File: src/rtl/ssePkg.sv
package ssePkg;
  localparam int SMP_W  = 16;
  localparam int LANES  = 2;
  localparam int W_LO   = 12;
  localparam int W_MID  = 14;
  localparam int BIT_W  = $clog2(SMP_W);
  localparam int IDX_W  = $clog2(SMP_W + 1);

  typedef struct packed {
    logic             captA;
    logic             captB;
    logic             padB;
    logic             loadFrame;
    logic             emit;
    logic [BIT_W-1:0] cycIdx;
    logic             ddr;
    logic [IDX_W-1:0] widthBits;
  } sseStrobe_t;
endpackage

File: src/rtl/sseCtrl.sv
module sseCtrl
  import ssePkg::*;
(
  input  logic        clk,
  input  logic        rst,
  input  logic        bitEn,
  input  logic        sampleValid,
  input  logic        sampleLast,
  input  logic        ddrMode,
  input  logic [1:0]  widthSel,
  output logic        sampleReady,
  output sseStrobe_t  strb
);
  logic             haveA, pairFull, pairLast;
  logic             active, inBurst, frameLast;
  logic [BIT_W-1:0] cnt, cyclesM1;
  logic             cfgDdr;
  logic [IDX_W-1:0] cfgW, reqW;
  logic             accept, captA, captB, padB;
  logic             frameEnd, loadFrame, newBurst, emit;

  always_comb begin
    case (widthSel)
      2'd0:    reqW = IDX_W'(W_LO);
      2'd1:    reqW = IDX_W'(W_MID);
      default: reqW = IDX_W'(SMP_W);
    endcase
  end

  assign accept    = sampleValid && !pairFull;
  assign captA     = accept && !haveA;
  assign captB     = accept && haveA;
  assign padB      = captA && sampleLast;
  assign cyclesM1  = cfgDdr ? BIT_W'((cfgW >> 1) - IDX_W'(1)) : BIT_W'(cfgW - IDX_W'(1));
  assign emit      = bitEn && active;
  assign frameEnd  = emit && (cnt == cyclesM1);
  assign loadFrame = bitEn && pairFull && (!active || frameEnd);
  assign newBurst  = !inBurst || (frameEnd && frameLast);
  assign sampleReady = !pairFull;

  always_ff @(posedge clk) begin
    if (rst) begin
      haveA     <= 1'b0;
      pairFull  <= 1'b0;
      pairLast  <= 1'b0;
      active    <= 1'b0;
      inBurst   <= 1'b0;
      frameLast <= 1'b0;
      cnt       <= '0;
      cfgDdr    <= 1'b1;
      cfgW      <= IDX_W'(SMP_W);
    end else begin
      if (captA && !sampleLast) haveA <= 1'b1;
      else if (captB)           haveA <= 1'b0;

      if (loadFrame)           pairFull <= 1'b0;
      else if (captB || padB)  pairFull <= 1'b1;

      if (padB)       pairLast <= 1'b1;
      else if (captB) pairLast <= sampleLast;

      if (loadFrame) begin
        active    <= 1'b1;
        inBurst   <= 1'b1;
        cnt       <= '0;
        frameLast <= pairLast;
        if (newBurst) begin
          cfgDdr <= ddrMode;
          cfgW   <= reqW;
        end
      end else begin
        if (frameEnd) begin
          active <= 1'b0;
          if (frameLast) inBurst <= 1'b0;
        end
        if (emit) cnt <= cnt + BIT_W'(1);
      end
    end
  end

  always_comb begin
    strb           = '0;
    strb.captA     = captA;
    strb.captB     = captB;
    strb.padB      = padB;
    strb.loadFrame = loadFrame;
    strb.emit      = emit;
    strb.cycIdx    = cnt;
    strb.ddr       = cfgDdr;
    strb.widthBits = cfgW;
  end

  AST_CNT_BOUND: assert property (@(posedge clk) disable iff (rst)
    active |-> (cnt <= cyclesM1));
  AST_CFG_HELD: assert property (@(posedge clk) disable iff (rst)
    (active && cnt != '0) |-> ($stable(cfgW) && $stable(cfgDdr)));
  AST_PAIR_COMPLETE: assert property (@(posedge clk) disable iff (rst)
    (sampleValid && sampleReady && haveA) |=> pairFull);
  AST_NO_TICK_FREEZE: assert property (@(posedge clk) disable iff (rst)
    !bitEn |=> ($stable(cnt) && $stable(active)));
endmodule

File: src/rtl/sseData.sv
module sseData
  import ssePkg::*;
(
  input  logic                         clk,
  input  logic                         rst,
  input  logic [SMP_W-1:0]             sampleData,
  input  sseStrobe_t                   strb,
  output logic [LANES-1:0][1:0]        laneBits,
  output logic [1:0]                   frmBits,
  output logic [1:0]                   clkBits
);
  logic [LANES-1:0][SMP_W-1:0] pairWord, frameWord;
  logic [BIT_W-1:0]            k0, k1, idx0, idx1;
  logic [IDX_W-1:0]            halfW;
  logic [LANES-1:0][1:0]       nextBits;

  assign k0    = strb.ddr ? {strb.cycIdx[BIT_W-2:0], 1'b0} : strb.cycIdx;
  assign k1    = strb.ddr ? (k0 | BIT_W'(1)) : k0;
  assign idx0  = BIT_W'(SMP_W - 1) - k0;
  assign idx1  = BIT_W'(SMP_W - 1) - k1;
  assign halfW = strb.widthBits >> 1;

  for (genvar ln = 0; ln < LANES; ln++) begin : g_laneSel
    assign nextBits[ln] = {frameWord[ln][idx0], frameWord[ln][idx1]};
  end

  always_ff @(posedge clk) begin
    if (rst) begin
      pairWord  <= '0;
      frameWord <= '0;
      laneBits  <= '0;
      frmBits   <= 2'b00;
      clkBits   <= 2'b00;
    end else begin
      clkBits <= 2'b10;
      if (strb.captA) pairWord[0] <= sampleData;
      if (strb.captB) pairWord[1] <= sampleData;
      else if (strb.padB) pairWord[1] <= '0;
      if (strb.emit) begin
        laneBits <= nextBits;
        frmBits  <= {IDX_W'(k0) < halfW, IDX_W'(k1) < halfW};
      end
      if (strb.loadFrame) frameWord <= pairWord;
    end
  end

  AST_OUT_HOLD: assert property (@(posedge clk) disable iff (rst)
    !strb.emit |=> ($stable(laneBits) && $stable(frmBits)));
  AST_PAD_ZERO: assert property (@(posedge clk) disable iff (rst)
    strb.padB |=> (pairWord[1] == '0));
  AST_CLK_RUNS: assert property (@(posedge clk) disable iff (rst)
    $past(!rst) |-> (clkBits == 2'b10));
endmodule

File: src/rtl/sampleStreamTx.sv
module sampleStreamTx
  import ssePkg::*;
#(
  parameter int SAMPLE_W = SMP_W
)(
  input  logic                clk,
  input  logic                rst,
  input  logic                bitEn,
  input  logic                ddrMode,
  input  logic [1:0]          widthSel,
  input  logic [SAMPLE_W-1:0] sampleData,
  input  logic                sampleValid,
  input  logic                sampleLast,
  output logic                sampleReady,
  output logic [1:0]          lane0Bits,
  output logic [1:0]          lane1Bits,
  output logic [1:0]          frmBits,
  output logic [1:0]          clkBits
);
  sseStrobe_t            strb;
  logic [LANES-1:0][1:0] laneBits;

  sseCtrl u_ctrl (
    .clk         (clk),
    .rst         (rst),
    .bitEn       (bitEn),
    .sampleValid (sampleValid),
    .sampleLast  (sampleLast),
    .ddrMode     (ddrMode),
    .widthSel    (widthSel),
    .sampleReady (sampleReady),
    .strb        (strb)
  );

  sseData u_data (
    .clk        (clk),
    .rst        (rst),
    .sampleData (SMP_W'(sampleData)),
    .strb       (strb),
    .laneBits   (laneBits),
    .frmBits    (frmBits),
    .clkBits    (clkBits)
  );

  assign lane0Bits = laneBits[0];
  assign lane1Bits = laneBits[1];
endmodule

File: config.mk
export PLATFORM = sky130hd
export DESIGN_NAME = sampleStreamTx
export DESIGN_NICKNAME = d
export VERILOG_FILES = /design/src/rtl/ssePkg.sv /design/src/rtl/sseCtrl.sv /design/src/rtl/sseData.sv /design/src/rtl/sampleStreamTx.sv
export SDC_FILE = /design/constraint.sdc
export NUM_CORES = 1
export LEC_CHECK = 0
export BUFFER_PORTS_ARGS = -buffer_cell sky130_fd_sc_hd__buf_4
export CORE_ASPECT_RATIO = 0.75
export CORE_MARGIN = 2
export CORE_UTILIZATION = 29
export DETAILED_ROUTE_END_ITERATION = 10
export PLACE_DENSITY = 0.56
export SLEW_MARGIN = 5
export SYNTH_ARGS = -nofsm -noshare
export SYNTH_HDL_FRONTEND = slang
export SYNTH_SLANG_ARGS = --single-unit
export TNS_END_PERCENT = 10
File: constraint.sdc
create_clock -name clk -period 6.1 [get_ports clk]
set_input_delay 1.22 -clock clk [delete_from_list [all_inputs] [get_ports clk]]
set_output_delay 1.22 -clock clk [all_outputs]
set_load 0.02 [all_outputs]
==> metrics.md, run 1 <==
| Metric | Value |
|---|---|
| # hold bufs at CTS | 0 |
| Die area | 14480 sq um |
| Minimum clock period | 3195 ps |
| Pwr Density | 265.8 nW/um^2 |
| Grt met1 use | 0.2040 |
| CP Depth | 6 |
| Drt wl/cell | 15.59 microns |
| Internal power | 909.1 uW |
| Largest cells by area after synthesis | dfxtp_1 43%, mux2i_1 15%, nand2_1 5.2% |
| First-pass GRT wire length | 16070 microns |
| Commonest cells in the netlist | 85 x dfxtp_1, 57 x mux2i_1, 54 x nand2_1 |
| Setup crit start | u_ctrl.cfgDdr |
| Max clock buf depth | 2 |
| Multi-input gate area | 2013 sq um |
| Clock power frac | 0.429 |
| RSZ-0062 raised after global routing | no |
| Master of the slowest instance on the critical path | mux2i_1 |
| Crit path largest cell delay | 940 ps |
| Synth Flop Type | dfxtp_1 |
| Number of synthesized flops with an enable pin | 0 |
| Final hold viol count | 0 |
| Met3 Usage GRT | 0.02887 |
| Vias per cell | 5.065 |
| Largest net degree at the start of global routing | 72 |
| Worst Hold Class | flip-flop to flip-flop |
| CP endpoint | u_data.frmBits[0] |
| CTS tree | yes |
| Cell taking the most area after synthesis | dfxtp_1 |
| DIE HEIGHT | 104.7 microns |
| Drt first pass iters | 5 |
| Final setup TNS | 0 ps |
| Mapped Cells | 432 |
| Gp weighted congestion | 0.8797 |
| Number of routed nets with antenna violations | 0 |
| Worst R2R Path Depth | 6 |
| Worst-path clk slew | 60 ps |
| H-tree levels | 3 |
| CP Launch Type | flip-flop |
| Reg power frac | 0.491 |
| Placeable Area | 13110 sq um |
| Port bufs | 31 |
| Sequential fraction of the synthesis area | 0.4338 |
| Initial DRC count | 226 |
| Clock Sinks | 85 |
| Hold_ws | 455.7 ps |
| Final setup viols | 0 |
| CP required | 6300 ps |
| Count of pins over their slew limit | 0 |
| Netlist cell types | 50 |
| Switching Fraction | 0.2383 |
| Clock Root Buffer | clkbuf_16 |
| Register area | 1702 sq um |
| CP Capture Type | flip-flop |
| Syn. warnings | 0 |
| CP Class | flip-flop to flip-flop |
| DRT Wirelength | 9651 microns |
| Post-synthesis cell area | 3923 sq um |
| Number of diodes | 0 |
| Vias | 3135 |
| Post-CTS Setup Repair Bufs | 0 |
| Area Overhead vs Synth | 14.48% |
| Core Rows | 36 |
| Combinational group share of total power | 0.081 |
| Crit share post-route | 0.5237 |
| MaxCap Viol Count | 0 |
| Filler cells | 1364 |
| Pleak | 0.002067 uW |
| Slew headroom | 0.1920 |
| DRC | 0 |
| Peak VDD IR | 178.0 uV |
| Delay-heaviest family, CP | multiplexers |
| P_sw | 284.4 uW |
| Overall die width | 138.3 microns |
| Detailed Place HPWL | 6796 microns |
| Initial antenna violation count | 0 |
| Most frequent cell after synthesis | dfxtp_1 |
| R2R setup slack | 2910 ps |
| Layout cell share with drive strength beyond 1 | 0.1183 |
| Worst-Skew Late Latency | 340 ps |
| CTS resizes | 0 |
| CP arrival | 3390 ps |
| Clock buffer count from CTS | 9 |
| Syn avg cell area | 9.080 sq um |
| Ys async rst share | 0 |
| Peak Freq | 0.3130 GHz |
| Skew final | 4.728 ps |
| Register bit total from synthesis | 85 |
| Crit path max fanout | 27 |
| GRT Max-Usage Layer | met1 |
| R2R Path Start | u_ctrl.cfgDdr |
| IO Count | 33 |
| Slew @ Worst Pin | 1210 ps |
| Vias in the first global route | 3083 |
| Nets | 473 |
| Met2 usage | 0.1987 |
| Synth top area share | 0.4338 |
| Initial Utilization | 0.2993 |
| Outcome | finished clean |
| Grt ovf | 0 |
| GRT Total Usage | 0.1374 |
| Buf/Inv on CP | 1 |
| Worst r2r dst | u_data.frmBits[0] |
| Critical path cell sequence | mux2i_1 > clkinv_1 > ha_1 > o21ai_0 > a22oi_1 > nor2_1 |
| Syn_nets | 461 |
-- sequential cells by signal (all words and copies together), names as in the netlist --
name,count
u_data.laneBits,4
u_data.frameWord,32
u_ctrl.cnt,4
u_ctrl.active,1
u_data.clkBits,1
u_data.frmBits,2
u_ctrl.cfgDdr,1
u_ctrl.inBurst,1
u_ctrl.cfgW,3
u_ctrl.frameLast,1
u_data.pairWord,32
u_ctrl.haveA,1
u_ctrl.pairFull,1
u_ctrl.pairLast,1
-- cell type report --
| cell class | instances | share of cell area |
|---|---|---|
| clock inverters | 3 | 0.004737 |
| repair buffers | 33 | 0.05517 |
| multi-input cells | 306 | 0.4483 |
| clock buffers | 12 | 0.05712 |
| inverters | 9 | 0.008080 |
| flip-flops and latches | 85 | 0.3789 |
| well taps | 171 | 0.04765 |
-- layout by cell type (no fill, tap or decap), types with 5 or more instances in the layout --
cell and n:
buf_4 33, a22oi_1 7, clkbuf_16 9, nand3_1 6, nor3_1 6, o21ai_0 11
a22o_1 12, mux2i_1 57, a21oi_1 25, and2_1 5, nor2_1 52, nand2_1 54
dfxtp_1 85, a21boi_0 5, ha_1 5, a211oi_1 5, inv_1 7
-- power groups by stage --
stage	Clock [uW]	Sequential [uW]	Combinational, uW
floorplan	0	593	69.7
global placement	0	597	95.3
detailed placement	0	598	97.2
CTS	526	585	97.0
global route	544	588	107
finish	512	586	96.3
-- metrics by stage --
stage / power [uW] / instance area [sq um] / utilization / setup slack [ps] / std cells
floorplan: 662.4 / 3923 / - / 3441 / 432
global placement: 692.7 / 4213 / 0.3214 / 3001 / 604
detailed placement: 695.0 / 4213 / 0.3214 / 2949 / 604
CTS: 1209 / 4491 / 0.3426 / 2966 / 619
global route: 1239 / 4491 / 0.3426 / 2598 / 619
finish: 1193 / 4491 / 0.3426 / 2905 / 619
-- layer usage --
| layer | routed length, microns | vias up |
|---|---|---|
| met1 | 5103 | 1526 |
| met3 | 427 | 11 |
| met2 | 4029 | 62 |
| met5 | 0 | - |
| met4 | 90 | 0 |
| li1 | - | 1536 |
-- worst min-delay path by stage --
stage / depth (start not counted) / endpoint / from
global route: 2 / u_data.pairWord[11] / u_data.pairWord[11]
CTS: 2 / u_data.pairWord[9] / u_data.pairWord[9]
finish: 2 / u_data.pairWord[9] / u_data.pairWord[9]
global placement: 2 / u_data.pairWord[0] / u_data.pairWord[0]
detailed placement: 2 / u_data.pairWord[0] / u_data.pairWord[0]
floorplan: 2 / u_data.pairWord[0] / u_data.pairWord[0]
-- logic make-up after synthesis --
group / after synthesis / share of synthesized area
compound gates: 95 / 0.1649
xor+xnor: 6 / 0.01691
fa+ha+maj: 5 / 0.01595
buf+inv: 41 / 0.05295
flops: 85 / 0.4338
mux: 59 / 0.1569
other cells: 1 / 0.0009560
simple gates: 140 / 0.1576
-- tightest hold or removal path, stage by stage (launching register included) --
cell and delay, ps:
dfxtp_1 310, nand2_1 50, a21oi_1 50
(Power assumes the default switching activity.)
==> run 2, diff against run 1 <==
Clock period 6.1 ns to 3.1 ns, I/O delays scaled along.
==> run 2 against run 1 <==
Compared with the run above: via count increased by 0.32%; die area did not move; critical endpoint is now u_data.frameWord[9]; clock skew up 1.5 ps; wire length rose by 0.62%; largest power group is now clock; final cell count rose by 1.3%; power grew 110%.
==> metrics.md, run 2 (synthesized netlist as in run 1, its figures left out) <==
| Metric | Value |
|---|---|
| Outcome | finished clean |
| Pleak | 0.002124 uW (+2.8%) |
| CP Capture Type | flip-flop |
| Most frequent cells in the layout | 85 x dfxtp_1, 57 x mux2i_1, 54 x nand2_1 |
| Vias | 3145 (+0.32%) |
| Crit share post-route | 0.8183 (+0.2946) |
| Drt wl/cell | 15.49 microns (-0.66%) |
| Clock Root Buffer | clkbuf_16 |
| GRT Total Usage | 0.1405 (+0.003106) |
| Delay-heaviest family, CP | compound AO/OA/AOI/OAI gates |
| Largest registers | u_data.frameWord (32), u_data.pairWord (32) |
| Placed Cells incl. Taps | 611 (+1.2%) |
| Fin worst setup slack | 563.2 ps (-2342 ps) |
| # hold bufs at CTS | 0 (unchanged) |
| Post-CTS Setup Repair Bufs | 0 (unchanged) |
| Initial DRC count | 147 (-35%) |
| Count of pins over their slew limit | 0 (unchanged) |
| Final hold viol count | 0 (unchanged) |
| Initial antenna violation count | 0 (unchanged) |
| CP required | 3310 ps (-2990 ps) |
| Commonest non-fill, non-tap cell in the layout | dfxtp_1 |
| Number of diodes | 0 (unchanged) |
| Drt first pass iters | 5 (unchanged) |
| Buf/Inv on CP | 2 (+1) |
| Filler cells | 1345 (-1.4%) |
| Worst-path clk slew | 60 ps (about the same) |
| First-pass GRT wire length | 16210 microns (+0.86%) |
| Worst slack, placed | 575.0 ps (-2374 ps) |
| H-tree levels | 3 (unchanged) |
| Most Frequent Cell on Critical Path | buf_4 |
| Skew final | 6.231 ps (+1.503 ps) |
| Worst-Skew Late Latency | 340 ps (about the same) |
| Overall die width | 138.3 microns (unchanged) |
| Peak VDD IR | 296.7 uV (+67%) |
| Peak Freq | 0.3942 GHz (+26%) |
| Max clock buf depth | 2 (unchanged) |
| CP Launch Type | flip-flop |
| Vias in the first global route | 2980 (-3.3%) |
| Grt ovf | 0 (unchanged) |
| R2R setup slack | 560 ps (-2340 ps) |
| Core Rows | 36 (unchanged) |
| Worst Hold Class | flip-flop to flip-flop |
| Critical path cell sequence | buf_4 > a21boi_0 > ha_1 > xor2_1 > o2111ai_1 > a21oi_1 > a21bo_1 > buf_4 > mux2i_1 > nor2_1 |
| Gp weighted congestion | 0.9107 (+3.5%) |
| Nets | 480 (+1.5%) |
| DRT Wirelength | 9711 microns (+0.62%) |
| Worst hold stages | 2 (unchanged) |
| CTS tree | yes |
| Layout cell share with drive strength beyond 1 | 0.1360 (+0.01766) |
| DIE HEIGHT | 104.7 microns (unchanged) |
| Vias per cell | 5.016 (-0.96%) |
| CP Class | flip-flop to flip-flop |
| Master of the slowest instance on the critical path | buf_4 |
| Largest net degree at the start of global routing | 47 (-35%) |
| Crit path largest cell delay | 390 ps (-550 ps) |
| RSZ-0062 raised after global routing | no |
| Final setup TNS | 0 ps (unchanged) |
| CP Depth | 10 (+4) |
| Placeable Area | 13110 sq um (unchanged) |
| Final setup viols | 0 (unchanged) |
| Fin cells | 627 (+1.3%) |
| Worst R2R Path Depth | 10 (+4) |
| DRC | 0 (unchanged) |
| Slew @ Worst Pin | 906.0 ps (-303.5 ps) |
| MaxCap Viol Count | 0 (unchanged) |
| Pwr Density | 550.5 nW/um^2 (+110%) |
| Die area | 14480 sq um (unchanged) |
| Detailed Place HPWL | 7150 microns (+5.2%) |
| CP arrival | 2750 ps (-640 ps) |
| Minimum clock period | 2537 ps (-657.8 ps) |
| Clock buffer count from CTS | 9 (unchanged) |
| Slew headroom | 0.3896 (+0.1976) |
| Port bufs | 31 (unchanged) |
| Number of routed nets with antenna violations | 0 (unchanged) |
| Clock Sinks | 85 (unchanged) |
| Area Overhead vs Synth | 17.22% |
| CTS resizes | 0 (unchanged) |
| Initial Utilization | 0.2993 (unchanged) |
| IO Count | 33 (unchanged) |
| Crit path max fanout | 26 (-3.7%) |
[run 2: cell types whose count changed in the layout (fill, tap and decap cells not counted)]
cell       delta
clkbuf_8      -1
buf_4         +7
clkinv_4      +1
clkinv_2      -1
bufinv_16     +2
clkbuf_1      -1
inv_6         +1
[run 2: final cells by class]
type | count | area, sq um | share of cell area
multi-input cells | 306 | 2013 | 0.4378
flip-flops and latches | 85 | 1702 | 0.3701
repair buffers | 40 | 300.3 | 0.06531
clock inverters | 6 | 93.84 | 0.02041
inverters | 9 | 36.28 | 0.007891
clock buffers | 10 | 239.0 | 0.05197
well taps | 171 | 214.0 | 0.04653
[run 2: worst register-to-register path, stage by stage, from the launching register on]
cell and delay [ps]:
dfxtp_1 330, buf_4 260, a21boi_0 140, ha_1 300, xor2_1 140, o2111ai_1 170
a21oi_1 120, a21bo_1 230, buf_4 390, mux2i_1 270, nor2_1 60
[run 2: path summary, 6_finish.rpt]
check                startpoint                   to
min          u_data.pairWord[8]   u_data.pairWord[8]
min reg2reg  u_data.pairWord[8]   u_data.pairWord[8]
max reg2reg       u_ctrl.cfgDdr  u_data.frameWord[9]
max               u_ctrl.cfgDdr  u_data.frameWord[9]
[run 2: report_power, final]
part | switching (uW) | total, uW | internal (uW) | leakage [uW]
registers | 23.0 | 1150 | 1130 | 0.000689
logic | 114 | 198 | 83.7 | 0.00128
clock network | 452 | 1180 | 733 | 0.000159
[run 2: stage by stage]
step / util / hold slack [ps] / power [uW] / instance area [sq um]
CTS: 0.3508 / 456.2 / 2562 / 4598
finish: 0.3508 / 452.9 / 2531 / 4598
global route: 0.3508 / 475.9 / 2637 / 4598
floorplan: - / 435.7 / 1303 / 3923
global placement: 0.3254 / 449.3 / 1366 / 4265
detailed placement: 0.3254 / 447.9 / 1372 / 4265
[run 2: layer usage]
| layer | wire [microns] | global-route usage | vias to the layer above |
|---|---|---|---|
| li1 | - | - | 1557 |
| met1 | 4987 | 0.2099 | 1504 |
| met2 | 4039 | 0.2001 | 75 |
| met3 | 586 | 0.03391 | 9 |
| met4 | 97 | 0.03717 | 0 |
| met5 | 0 | 0 | - |
==> run 3, diff against run 2 <==
Clock period 3.1 ns to 2.52 ns, I/O delays scaled along.
==> run 3 against run 2 <==
Compared with the run above: global-route usage decreased by 0.067 points; non-clock buffer count increased by 13; power rose by 13%; clock skew about the same; sequential power grew 23%; critical path type unchanged; largest cell class unchanged; highest routed layer unchanged; critical endpoint is now u_data.frameWord[29]; hold slack got worse by 60 ps; largest power group is now registers.
==> metrics.md, run 3 (synthesized netlist as in run 1, its figures left out) <==
| Metric | Value |
|---|---|
| MaxCap Viol Count | 0 (unchanged) |
| Final hold viol count | 0 (unchanged) |
| Largest net degree at the start of global routing | 31 (-34%) |
| Core Rows | 36 (unchanged) |
| First-pass GRT wire length | 16280 microns (+0.47%) |
| Pleak | 0.002166 uW (+2.0%) |
| Slew @ Worst Pin | 977.3 ps (+71.31 ps) |
| Slew headroom | 0.3460 (-0.04356) |
| Pwr Density | 614.0 nW/um^2 (+12%) |
| Master of the slowest instance on the critical path | dfxtp_1 |
| Count of pins over their slew limit | 0 (unchanged) |
| Crit share post-route | 0.8992 (+0.08090) |
| Port bufs | 31 (unchanged) |
| DRT Wirelength | 9824 microns (+1.2%) |
| Final core area utilization | 0.3566 (+0.005823) |
| Initial Utilization | 0.2993 (unchanged) |
| Most frequent cells in the layout | 85 x dfxtp_1, 57 x mux2i_1, 54 x nand2_1 |
| Commonest non-fill, non-tap cell in the layout | dfxtp_1 |
| Critical path cell sequence | buf_4 > a21boi_1 > ha_1 > xor2_1 > o2111ai_1 > a21oi_1 > a21bo_1 > buf_12 > mux2i_1 > nor2_1 |
| DRC | 0 (unchanged) |
| CTS resizes | 0 (unchanged) |
| Clock buffer count from CTS | 9 (unchanged) |
| Placed Cells incl. Taps | 624 (+2.1%) |
| Layout cell share with drive strength beyond 1 | 0.1578 (+0.02182) |
| Overall die width | 138.3 microns (unchanged) |
| Outcome | finished clean |
| Multi-input gate area | 2018 sq um (+0.25%) |
| Post-CTS Setup Repair Bufs | 0 (unchanged) |
| Worst Hold Launch | sampleData[6] |
| Nets | 493 (+2.7%) |
| Vias in the first global route | 3050 (+2.3%) |
| Number of routed nets with antenna violations | 0 (unchanged) |
| Max clock buf depth | 2 (unchanged) |
| Worst Hold Class | input port to flip-flop |
| Peak VDD IR | 326.2 uV (+10%) |
| Gp weighted congestion | 0.9824 (+7.9%) |
| Largest registers | u_data.frameWord (32), u_data.pairWord (32) |
| Final setup viols | 0 (unchanged) |
| IO Count | 33 (unchanged) |
| Drt wl/cell | 15.35 microns (-0.89%) |
| Skew final | 5.763 ps (-0.4680 ps) |
| Register area | 1702 sq um (unchanged) |
| Clock Root Buffer | clkbuf_16 |
| Filler cells | 1336 (-0.67%) |
| Detailed Place HPWL | 7338 microns (+2.6%) |
| R2R Path Start | u_ctrl.cfgDdr |
| Setup crit start | u_ctrl.cfgDdr |
| Crit path max fanout | 26 (unchanged) |
| Drt first pass iters | 5 (unchanged) |
| Placeable Area | 13110 sq um (unchanged) |
| Clock Sinks | 85 (unchanged) |
| Hold_ws | 393.1 ps (-59.74 ps) |
| CTS tree | yes |
| # hold bufs at CTS | 0 (unchanged) |
| Worst-path clk slew | 60 ps (about the same) |
| Overall power | 2870 uW (+13%) |
| RSZ-0062 raised after global routing | no |
| CP Launch Type | flip-flop |
| GRT Total Usage | 0.1398 (-0.0006745) |
| Initial antenna violation count | 0 (unchanged) |
| Crit path largest cell delay | 360 ps (-30 ps) |
| Initial DRC count | 160 (+8.8%) |
| CP Capture Type | flip-flop |
| Grt ovf | 0 (unchanged) |
| DIE HEIGHT | 104.7 microns (unchanged) |
| Final setup TNS | 0 ps (unchanged) |
| Number of diodes | 0 (unchanged) |
| Vias | 3239 (+3.0%) |
| H-tree levels | 3 (unchanged) |
| CP required | 2730 ps (-580 ps) |
| Area Overhead vs Synth | 19.17% |
| Minimum clock period | 2266 ps (-270.8 ps) |
| Vias per cell | 5.061 (+0.90%) |
| Die area | 14480 sq um (unchanged) |
| CP Class | flip-flop to flip-flop |
| Fin cells | 640 (+2.1%) |
| Peak Freq | 0.4413 GHz (+12%) |
| Worst-Skew Late Latency | 330 ps (about the same) |
| CP arrival | 2480 ps (-270 ps) |
run 3: area by class of cell:
cell class | count | area share
Inverter | 9 | 0.007762
Clock buffer | 11 | 0.04979
Sequential cell | 85 | 0.3640
Tap cell | 171 | 0.04577
Clock inverter | 5 | 0.007762
Timing Repair Buffer | 53 | 0.09315
Multi-Input combinational cell | 306 | 0.4317
run 3: metrics by stage:
step	cell area (sq um)	setup WS [ps]
2_1_floorplan	3924	107.4
3_3_place_gp	4400	297.0
3_5_place_dp	4400	242.8
4_1_cts	4669	233.1
5_1_grt	4674	39.24
6_report	4674	253.9
run 3: worst paths after layout:
kind         depth (start not counted)  slack (ps)                    to
min                                  2         390   u_data.pairWord[22]
max reg2reg                         10         250  u_data.frameWord[29]
min reg2reg                          2         460   u_data.pairWord[14]
max                                 10         250  u_data.frameWord[29]
run 3: metal layers:
layer | share of wire | track usage | routed length, microns | up-vias
met5 | 0 | 0 | 0 | -
met4 | 0.0098 | 0.03644 | 96 | 0
met3 | 0.073 | 0.04262 | 721 | 11
met2 | 0.42 | 0.1984 | 4127 | 91
met1 | 0.50 | 0.2044 | 4878 | 1556
li1 | - | - | - | 1581
run 3: power breakdown:
| part | switching [uW] | leakage [uW] | internal (uW) | total (uW) |
|---|---|---|---|---|
| sequential | 26.7 | 0.000689 | 1380 | 1410 |
| combinational | 146 | 0.00135 | 118 | 264 |
| clock | 525 | 0.000122 | 669 | 1190 |
run 3: worst max-delay path: cells and delay by family (launching register included):
kind,cells,cell delay [ps]
AO/OA/AOI/OAI,4,720
buffers and inverters,2,400
flip-flops,1,360
adder cells (fa/ha/maj),1,290
multiplexers,1,160
XOR/XNOR,1,140
AND/OR/NAND/NOR,1,60
